$ cat config.mk
export PLATFORM = sky130hd
export DESIGN_NAME = flash_cmd_seq
export DESIGN_NICKNAME = d
export VERILOG_FILES = /design/src/rtl/fcs_pkg.sv /design/src/rtl/fcs_ctrl.sv /design/src/rtl/fcs_data.sv /design/src/rtl/flash_cmd_seq.sv
export SDC_FILE = /design/constraint.sdc
export NUM_CORES = 1
export LEC_CHECK = 0
export BUFFER_PORTS_ARGS = -buffer_cell sky130_fd_sc_hd__clkbuf_2
export CAP_MARGIN = 10
export CORE_UTILIZATION = 36
export CTS_CLUSTER_DIAMETER = 40
export DETAILED_ROUTE_END_ITERATION = 8
export GPL_TIMING_DRIVEN = 0
export PLACE_DENSITY = 0.6
export SLEW_MARGIN = 10
export SYNTH_ARGS = -nofsm -noshare
export SYNTH_HDL_FRONTEND = slang
export SYNTH_SLANG_ARGS = --single-unit
$ cat constraint.sdc
create_clock -name clk -period 3.1 [get_ports clk]
set_clock_uncertainty 0.1 [all_clocks]
set_input_delay 0.31 -clock clk [delete_from_list [all_inputs] [get_ports clk]]
set_output_delay 0.31 -clock clk [all_outputs]
set_load 0.03 [all_outputs]
$ cat src/rtl/fcs_pkg.sv
package fcs_pkg;
  typedef enum logic [2:0] {
    ST_READ, ST_UNL1, ST_UNL2, ST_PADDR, ST_BUSY, ST_BYP, ST_BPADDR, ST_BRST
  } seqState_t;

  typedef struct packed {
    logic latch;   // capture target address/data, begin operation
    logic commit;  // write AND result into array, end operation
    logic busy;    // operation in progress
  } dpStrobe_t;

  localparam logic [7:0] CMD_UNL1   = 8'hAA;
  localparam logic [7:0] CMD_UNL2   = 8'h55;
  localparam logic [7:0] CMD_SETUP  = 8'hA0;
  localparam logic [7:0] CMD_BYPASS = 8'h20;
  localparam logic [7:0] CMD_EXIT1  = 8'h90;
  localparam logic [7:0] CMD_EXIT2  = 8'h00;
  localparam logic [11:0] ADR_A     = 12'h555;
  localparam logic [11:0] ADR_B     = 12'h2AA;
endpackage

$ cat src/rtl/fcs_ctrl.sv
module fcs_ctrl
  import fcs_pkg::*;
#(
  parameter int ADDR_W      = 12,
  parameter int PROG_CYCLES = 6
) (
  input  logic              clk,
  input  logic              rstN,
  input  logic              wrEn,
  input  logic [ADDR_W-1:0] addr,
  input  logic [7:0]        cmd,
  output dpStrobe_t         strobe
);
  localparam int CNT_W = $clog2(PROG_CYCLES + 1);
  localparam logic [ADDR_W-1:0] ADDR_1 = ADDR_W'(ADR_A);
  localparam logic [ADDR_W-1:0] ADDR_2 = ADDR_W'(ADR_B);
  localparam logic [CNT_W-1:0]  LAST   = CNT_W'(PROG_CYCLES - 1);

  seqState_t state, nxt;
  logic [CNT_W-1:0] cnt;
  logic bypass;
  logic latch, commit;

  always_comb begin
    nxt = state;
    latch = 1'b0;
    commit = 1'b0;
    case (state)
      ST_READ:  if (wrEn) nxt = (cmd == CMD_UNL1 && addr == ADDR_1) ? ST_UNL1 : ST_READ;
      ST_UNL1:  if (wrEn) nxt = (cmd == CMD_UNL2 && addr == ADDR_2) ? ST_UNL2 : ST_READ;
      ST_UNL2:
        if (wrEn) begin
          if (cmd == CMD_SETUP && addr == ADDR_1)       nxt = ST_PADDR;
          else if (cmd == CMD_BYPASS && addr == ADDR_1) nxt = ST_BYP;
          else                                          nxt = ST_READ;
        end
      ST_PADDR, ST_BPADDR:
        if (wrEn) begin
          latch = 1'b1;
          nxt = ST_BUSY;
        end
      ST_BUSY:
        if (cnt == LAST) begin
          commit = 1'b1;
          nxt = bypass ? ST_BYP : ST_READ;
        end
      ST_BYP:
        if (wrEn) begin
          if (cmd == CMD_SETUP)      nxt = ST_BPADDR;
          else if (cmd == CMD_EXIT1) nxt = ST_BRST;
        end
      ST_BRST:  if (wrEn) nxt = (cmd == CMD_EXIT2) ? ST_READ : ST_BYP;
      default:  nxt = ST_READ;
    endcase
  end

  always_ff @(posedge clk or negedge rstN) begin
    if (!rstN) begin
      state  <= ST_READ;
      cnt    <= '0;
      bypass <= 1'b0;
    end else begin
      state <= nxt;
      cnt   <= (state == ST_BUSY && !commit) ? cnt + 1'b1 : '0;
      if (nxt == ST_BYP)       bypass <= 1'b1;
      else if (nxt == ST_READ) bypass <= 1'b0;
    end
  end

  assign strobe.latch  = latch;
  assign strobe.commit = commit;
  assign strobe.busy   = (state == ST_BUSY);
endmodule

$ cat src/rtl/fcs_data.sv
module fcs_data
  import fcs_pkg::*;
#(
  parameter int DATA_W = 8,
  parameter int DEPTH  = 16,
  localparam int IDX_W = $clog2(DEPTH)
) (
  input  logic              clk,
  input  logic              rstN,
  input  dpStrobe_t         strobe,
  input  logic              rdEn,
  input  logic [IDX_W-1:0]  idx,
  input  logic [DATA_W-1:0] wrData,
  output logic [DATA_W-1:0] rdData,
  output logic              progFail
);
  logic [DATA_W-1:0] mem [DEPTH];
  logic [IDX_W-1:0]  tgtIdx;
  logic [DATA_W-1:0] tgtData;
  logic viol, toggle, failReg;
  logic [DATA_W-1:0] pollWord;

  always_ff @(posedge clk or negedge rstN) begin
    if (!rstN) begin
      for (int i = 0; i < DEPTH; i++) mem[i] <= '1;
      tgtIdx  <= '0;
      tgtData <= '0;
      viol    <= 1'b0;
      toggle  <= 1'b0;
      failReg <= 1'b0;
    end else begin
      if (strobe.latch) begin
        tgtIdx  <= idx;
        tgtData <= wrData;
        viol    <= |(wrData & ~mem[idx]);
        toggle  <= 1'b0;
        failReg <= 1'b0;
      end else if (strobe.busy && rdEn) begin
        toggle <= ~toggle;
      end
      if (strobe.commit) begin
        mem[tgtIdx] <= mem[tgtIdx] & tgtData;
        failReg     <= viol;
      end
    end
  end

  always_comb begin
    pollWord    = '0;
    pollWord[7] = ~tgtData[7];
    pollWord[6] = toggle;
    pollWord[5] = viol;
  end

  assign rdData   = strobe.busy ? pollWord : mem[idx];
  assign progFail = failReg;
endmodule

$ cat src/rtl/flash_cmd_seq.sv
module flash_cmd_seq
  import fcs_pkg::*;
#(
  parameter int ADDR_W      = 12,
  parameter int DATA_W      = 8,
  parameter int DEPTH       = 16,
  parameter int PROG_CYCLES = 6
) (
  input  logic              clk,
  input  logic              rstN,
  input  logic              wrEn,
  input  logic              rdEn,
  input  logic [ADDR_W-1:0] addr,
  input  logic [DATA_W-1:0] wrData,
  output logic [DATA_W-1:0] rdData,
  output logic              ready,
  output logic              progFail
);
  localparam int IDX_W = $clog2(DEPTH);

  dpStrobe_t ctrlBus;
  logic      wrGated;

  assign wrGated = wrEn & ~ctrlBus.busy;

  fcs_ctrl #(.ADDR_W(ADDR_W), .PROG_CYCLES(PROG_CYCLES)) u_ctrl (
    .clk(clk), .rstN(rstN), .wrEn(wrGated), .addr(addr),
    .cmd(wrData[7:0]), .strobe(ctrlBus)
  );

  fcs_data #(.DATA_W(DATA_W), .DEPTH(DEPTH)) u_data (
    .clk(clk), .rstN(rstN), .strobe(ctrlBus), .rdEn(rdEn),
    .idx(addr[IDX_W-1:0]), .wrData(wrData), .rdData(rdData),
    .progFail(progFail)
  );

  assign ready = ~ctrlBus.busy;
endmodule

==> results_dict.tcl, run 1 <==
set metrics [dict create \
    status "finished, final reports clean" \
    crit_path_cell_trace "nand2b_1 > nor2_1 > nand3_1 > nor3_1 > nand2_1 > mux2_2" \
    crit_family "simple AND/OR/NAND/NOR gates" \
    routabilityCongestion 0.881 \
    detailroute.via_count 5461 \
    cts_sinks 150 \
    synth_edf_count 0 \
    cts_tree "yes" \
    maxCapViolCount 0 \
    worst_setup_hold_path_clk_slew_ns 0.06 \
    synth.yosys.warnings 0 \
    drt_drc 0 \
    critPathLaunchType "flip-flop" \
    fin_setup_tns_ns 0 \
    cp.buffers_inverters 0 \
    postCtsSetupRepairBufs 0 \
    post-route-cell-area_um2 9650 \
    top_layer_used "met4" \
    route.met2.wl_mm 11.5 \
    cts.htree.levels 4 \
    first_pass_detailed_route_iteration_total 4 \
    fmaxAchievable_mhz 332 \
    report.final.hold_viol_count 0 \
    vdd.ir_drop.worst_uv 440 \
    number_of_global_route_vias_before_repair 5672 \
    total_standard_cell_area_after_synthesis_um2 8440 \
    route.final.wire_length_mm 24.2 \
    powerDensity_nw_per_um2 547 \
    share_of_async_settable_or_async_resettable_flops_after_synthesis 1.00 \
    globalRouteTotalUtil 0.210 \
    p_leak_uw 0.00390 \
    drtAntennaViolNets 0 \
    synth_seq_area_share 0.464 \
    worstPathRequired_ns 3.35 \
    layout.nets 647 \
    crit_path_top_delay_cell "sky130_fd_sc_hd__nand2_1" \
    drt-wirelength-per-cell_um 25.6 \
    top_library_cells_by_usage_in_the_layout_fill_and_taps_aside "sky130_fd_sc_hd__mux2_2 (143), sky130_fd_sc_hd__dfstp_2 (128), sky130_fd_sc_hd__mux4_2 (59)" \
    hold_slack_ns 0.0953 \
    finalCriticalPeriod_ns 3.01 \
    antenna_cells 0 \
    port_buffers 30 \
    hpwl_mm 15.9 \
    layout-area-overhead-vs-synth_pct 14.3 \
    rsz0062_at_grt "true" \
    syn-num-nets 597 \
    postSynthRegisterBits 150 \
    clock_latency_ns 0.43 \
    pin_count 34 \
    detail_route.vias_per_cell 5.77 \
    cts-root-buf "sky130_fd_sc_hd__clkbuf_16" \
    worst_setup_path_end_kind "flip-flop" \
    die_area_um2 24100 \
    grt_antenna_before_repair 0 \
    layout_commonest_cell "sky130_fd_sc_hd__mux2_2" \
    synth_cells 571 \
    row_count 55 \
    slew_viol_final 0 \
    maxSlewHeadroom 0.282 \
    met1_length_mm 10.7 \
    cts_max_path_buffers 2 \
    die_outline_height_um 155 \
    grt_max_degree 89 \
    drt_first_iter_violations 393 \
    most_used_flip_flop_cell_after_synthesis "sky130_fd_sc_hd__dfstp_2" \
    critPathKind "flip-flop to flip-flop" \
    dr_wl_met3_mm 1.41 \
    floorplan.die.width_um 155 \
    initial_utilization 0.369 \
    post_route_cells_drive_above_1_share 0.674 \
    post_detailed_placement_cell_area_um2 9020 \
    timing.critical_path.fanout_max 9 \
    timing.final.crit_share 0.970 \
    timing.critical_path.slowest_cell_delay_ns 0.67 \
    core-area_um2 22800 \
    worst_ep_arrival_time_ns 3.26 \
    numCtsBuffers 17 \
    syn_avg_cell_area_um2 14.8 \
    min_path_type "input port to flip-flop" \
    setup_violations_final 0 \
    total_overflow_reported_by_the_global_router 0 \
    synth.distinct_cells 53 \
    tightest_slew_ns 1.07 \
    wire_length_of_the_first_global_routing_pass_mm 36.1 \
]
## power breakdown
part,switching (uW),internal [uW]
clock network,826,1250
logic,652,374
registers,112,2060
## kinds of logic (layout without fill, tap and decap cells)
family / count (synthesis) / in the layout / synth area share
AO/OA/AOI/OAI: 36 / 36 / 0.0319
adder cells (fa/ha/maj): 2 / 2 / 0.00297
multiplexers: 228 / 228 / 0.396
buffers and inverters: 47 / 110 / 0.0325
XOR/XNOR: 3 / 3 / 0.00311
flip-flops: 150 / 150 / 0.464
AND/OR/NAND/NOR: 105 / 105 / 0.0693
## what timing repair did
| action | 4_1_cts | 5_1_grt |
|---|---|---|
| hold buffers | 1 | 0 |
| hold endpoints to repair | 4 | 0 |
| resized for setup | 6 | 2 |
| endpoints found under the setup margin | 49 | 9 |
## layout make-up
class | instances | area, um2
plain buffers | 37 | 249
flip-flops and latches | 150 | 3910
fillers | 2081 | 13200
clock inverters | 12 | 126
well taps | 313 | 392
repair buffers | 32 | 196
clock buffers | 20 | 468
multi-input cells | 374 | 4270
inverters | 9 | 33.8
## cells in the mapped netlist, drive strengths merged, types with 2 or more instances
cell    count  area [um2]
a211oi      2        15.0
a21oi       6        30.0
a22o       11        96.3
and2        9        76.3
buf        25         191
clkbuf     13        48.8
dfrtp      22         551
dfstp     128        3360
ha          2        25.0
inv         9        33.8
mux2      143        1610
mux2i      17         170
mux4       68        1570
nand2      23        86.3
nand2b      2        12.5
nand3       8        40.0
nand3b      3        22.5
nand4       3        18.8
nor2       24        92.6
nor2b      11        68.8
nor3        8        50.1
nor3b       2        15.0
nor4bb      4        40.0
o211a       2        20.0
o21ai       3        15.0
o22ai       3        18.8
xor2        2        17.5
## registers in the layout (all words and copies together) (netlist names)
register         count
u_ctrl.bypass        1
u_ctrl.cnt           3
u_ctrl.state         3
u_data.mem         128
u_data.progFail      1
u_data.tgtData       8
u_data.tgtIdx        4
u_data.toggle        1
u_data.viol          1
## metal layers
layer	up-vias	GRT usage
met1	2933	0.285
met2	190	0.333
met4	0	0.0769
met3	36	0.0423
met5	-	0
li1	2302	-
## final timing paths
path / end / start / slack, ns / cells after the start
worst max-delay path: u_data.mem[123] / u_ctrl.state[1] / 0.09 / 6
worst min-delay path: u_data.tgtData[6] / wrData[6] / 0.1 / 2
worst max register to register: u_data.mem[123] / u_ctrl.state[1] / 0.09 / 6
worst min register to register: u_ctrl.cnt[0] / u_ctrl.cnt[0] / 0.36 / 1
max in group asynchronous: u_data.mem[18] / rstN / 1.73 / 3
min in group asynchronous: u_data.tgtData[6] / rstN / 0.35 / 2
## stage by stage
step | util | power (uW) | cells | setup slack, ns
after floorplan | - | 2820 | 571 | 0.480
after global placement | 0.393 | 3200 | 914 | -0.689
after detailed placement | 0.395 | 3220 | 915 | -0.227
after CTS | 0.422 | 5300 | 947 | 0.0252
after global routing | 0.422 | 5460 | 947 | -0.0290
final | 0.422 | 5280 | 947 | 0.0916
Power figures use the tool's default switching activity.
==> run 2, diff against run 1 <==
--- a/config.mk
+++ b/config.mk
@@ -5,13 +5,13 @@
 export SDC_FILE = /design/constraint.sdc
 export NUM_CORES = 1
 export LEC_CHECK = 0
-export BUFFER_PORTS_ARGS = -buffer_cell sky130_fd_sc_hd__clkbuf_2
 export CAP_MARGIN = 10
 export CORE_UTILIZATION = 36
 export CTS_CLUSTER_DIAMETER = 40
 export DETAILED_ROUTE_END_ITERATION = 8
+export DONT_BUFFER_PORTS = 1
 export GPL_TIMING_DRIVEN = 0
-export PLACE_DENSITY = 0.6
+export PLACE_DENSITY = 0.59
 export SLEW_MARGIN = 10
 export SYNTH_ARGS = -nofsm -noshare
 export SYNTH_HDL_FRONTEND = slang
==> run 2 against run 1 <==
The flow now finishes with violations (hold timing). Count of clock-buffer cells in the layout grew 1. Combinational power shrank 8%. Worst hold slack got worse by 0.60 ns. Largest cell class unchanged. Highest routed layer unchanged.
==> results_dict.tcl, run 2 (synthesized netlist as in run 1, its figures left out) <==
set metrics [dict create \
    post_layout_nonfiller_instances 922 \
    route.final.wire_length_mm 24.4 \
    timing.critical_path.slowest_cell_delay_ns 0.58 \
    drt_drc 0 \
    layout.nets 622 \
    maxCapViolCount 0 \
    ctsHoldBuffers 7 \
    detailroute.via_count 5463 \
    antenna_cells 0 \
    cts_max_path_buffers 2 \
    report.final.hold_viol_count 150 \
    worstPathRequired_ns 2.69 \
    initial_utilization 0.369 \
    layout_top_registers "u_data.mem: 128 flops, u_data.tgtData: 8 flops, u_data.tgtIdx: 4 flops" \
    hold_slack_ns -0.506 \
    core-area_um2 22800 \
    drt-wirelength-per-cell_um 26.5 \
    slew_viol_final 0 \
    vdd.ir_drop.worst_uv 442 \
    setup_violations_final 0 \
    postCtsSetupRepairBufs 0 \
    cts-root-buf "sky130_fd_sc_hd__clkbuf_16" \
    status "complete, but fails checks" \
    die_outline_height_um 155 \
    cts_tree "yes" \
    cts.htree.levels 4 \
    cts_sinks 150 \
    timing.critical_path.fanout_max 19 \
    numCtsBuffers 17 \
    detail_route.vias_per_cell 5.93 \
    failed_checks "hold timing" \
    worst_setup_hold_path_clk_slew_ns 0.07 \
    cp.buffers_inverters 2 \
    layout-area-overhead-vs-synth_pct 13.8 \
    wire_length_of_the_first_global_routing_pass_mm 36.7 \
    first_pass_detailed_route_iteration_total 5 \
    drtAntennaViolNets 0 \
    row_count 55 \
    pre_cts_slack_ns -0.323 \
    crit_path_top_delay_cell "sky130_fd_sc_hd__buf_2" \
    maxSlewHeadroom 0.284 \
    crit_path_cell_trace "clkbuf_1 > buf_2 > mux2i_1 > mux4_2 > mux2_2 > nor2_1" \
    top_library_cells_by_usage_in_the_layout_fill_and_taps_aside "sky130_fd_sc_hd__mux2_2 (143), sky130_fd_sc_hd__dfstp_2 (128), sky130_fd_sc_hd__mux4_2 (59)" \
    grt_antenna_before_repair 0 \
    min_path_type "input port to asynchronous set/reset pin" \
    floorplan.die.width_um 155 \
    fillCellCount 2103 \
    routabilityCongestion 0.840 \
    powerDensity_nw_per_um2 575 \
    layout_commonest_cell "sky130_fd_sc_hd__mux2_2" \
    fmaxAchievable_mhz 334 \
    worst_ep_arrival_time_ns 2.59 \
    r2r_cells 7 \
    p_leak_uw 0.00382 \
    placed_cells 884 \
    total_overflow_reported_by_the_global_router 0 \
    critical_path_depth 6 \
    pin_count 34 \
    largest_register_ffs 128 \
    rsz0062_at_grt "false" \
    critPathKind "input port to output port" \
    globalRouteTotalUtil 0.214 \
    finalCriticalPeriod_ns 3.00 \
    grt_max_degree 151 \
    critPathLaunchType "input port" \
    clock_latency_ns 0.43 \
    die_area_um2 24100 \
    post_route_cells_drive_above_1_share 0.655 \
    fin_setup_tns_ns 0 \
    timing.final.crit_share 0.967 \
    drt_first_iter_violations 355 \
    crit_family "multiplexers" \
    tightest_slew_ns 1.07 \
    number_of_global_route_vias_before_repair 5804 \
    port_buffers 0 \
    final.setup.worst_slack_ns 0.103 \
    max_flop_register "u_data.mem" \
    worst_setup_path_end_kind "output port" \
    hpwl_mm 15.7 \
]
-- run 2: changes by cell type in the layout (fill, tap and decap cells not counted), sizes merged --
cell	before	now
clkbuf	64	35
dlygate4sd3	1	7
clkinv	8	4
bufinv	2	5
clkdlybuf4s15	1	0
-- run 2: where the power goes --
group | internal, uW | switching, uW
clock | 1540 | 846
sequential | 2060 | 117
combinational | 351 | 601
total | 3960 | 1560
-- run 2: final cells by class --
| class | instances | area [um2] | area share |
|---|---|---|---|
| buffer | 37 | 240 | 0.0250 |
| clock buffer | 21 | 492 | 0.0512 |
| clock inverter | 11 | 193 | 0.0201 |
| inverter | 9 | 33.8 | 0.00352 |
| multi-input combinational | 374 | 4270 | 0.445 |
| sequential | 150 | 3910 | 0.407 |
| tap | 313 | 392 | 0.0408 |
| timing repair buffer | 7 | 70.1 | 0.00729 |
-- run 2: final timing paths --
check                                     to             start  slack, ns
min in group clk                 u_data.viol         wrData[1]       0.01
setup / recovery                   rdData[2]           addr[1]       0.10
hold reg to reg                u_ctrl.cnt[0]     u_ctrl.cnt[0]       0.37
hold / removal             u_data.tgtData[6]              rstN      -0.51
setup reg to reg              u_data.mem[58]  u_data.tgtIdx[1]       0.12
max in group asynchronous     u_data.mem[81]              rstN       3.11
-- run 2: metal layers --
metal / part of all wire / up-vias / GRT usage / wire length (um)
met4: 0.035 / 0 / 0.0938 / 852
met5: 0 / - / 0 / 0
met3: 0.072 / 49 / 0.0390 / 1750
li1: - / 2249 / - / -
met2: 0.46 / 236 / 0.335 / 11200
met1: 0.43 / 2929 / 0.291 / 10600
-- run 2: what timing repair did --
item	4_1_cts	5_1_grt
resized for setup	9	2
setup endpoints to repair	58	1
cloned	0	0
hold endpoints to repair	157	150
-- run 2: stage by stage --
step | util | power, uW | hold WS (ns) | area, um2
after global routing | 0.420 | 5690 | -0.520 | 9610
final | 0.420 | 5520 | -0.506 | 9610
after global placement | 0.386 | 3130 | -0.0757 | 8830
after floorplan | - | 2820 | -0.0856 | 8440
after CTS | 0.420 | 5550 | -0.531 | 9610
after detailed placement | 0.386 | 3140 | -0.0746 | 8830
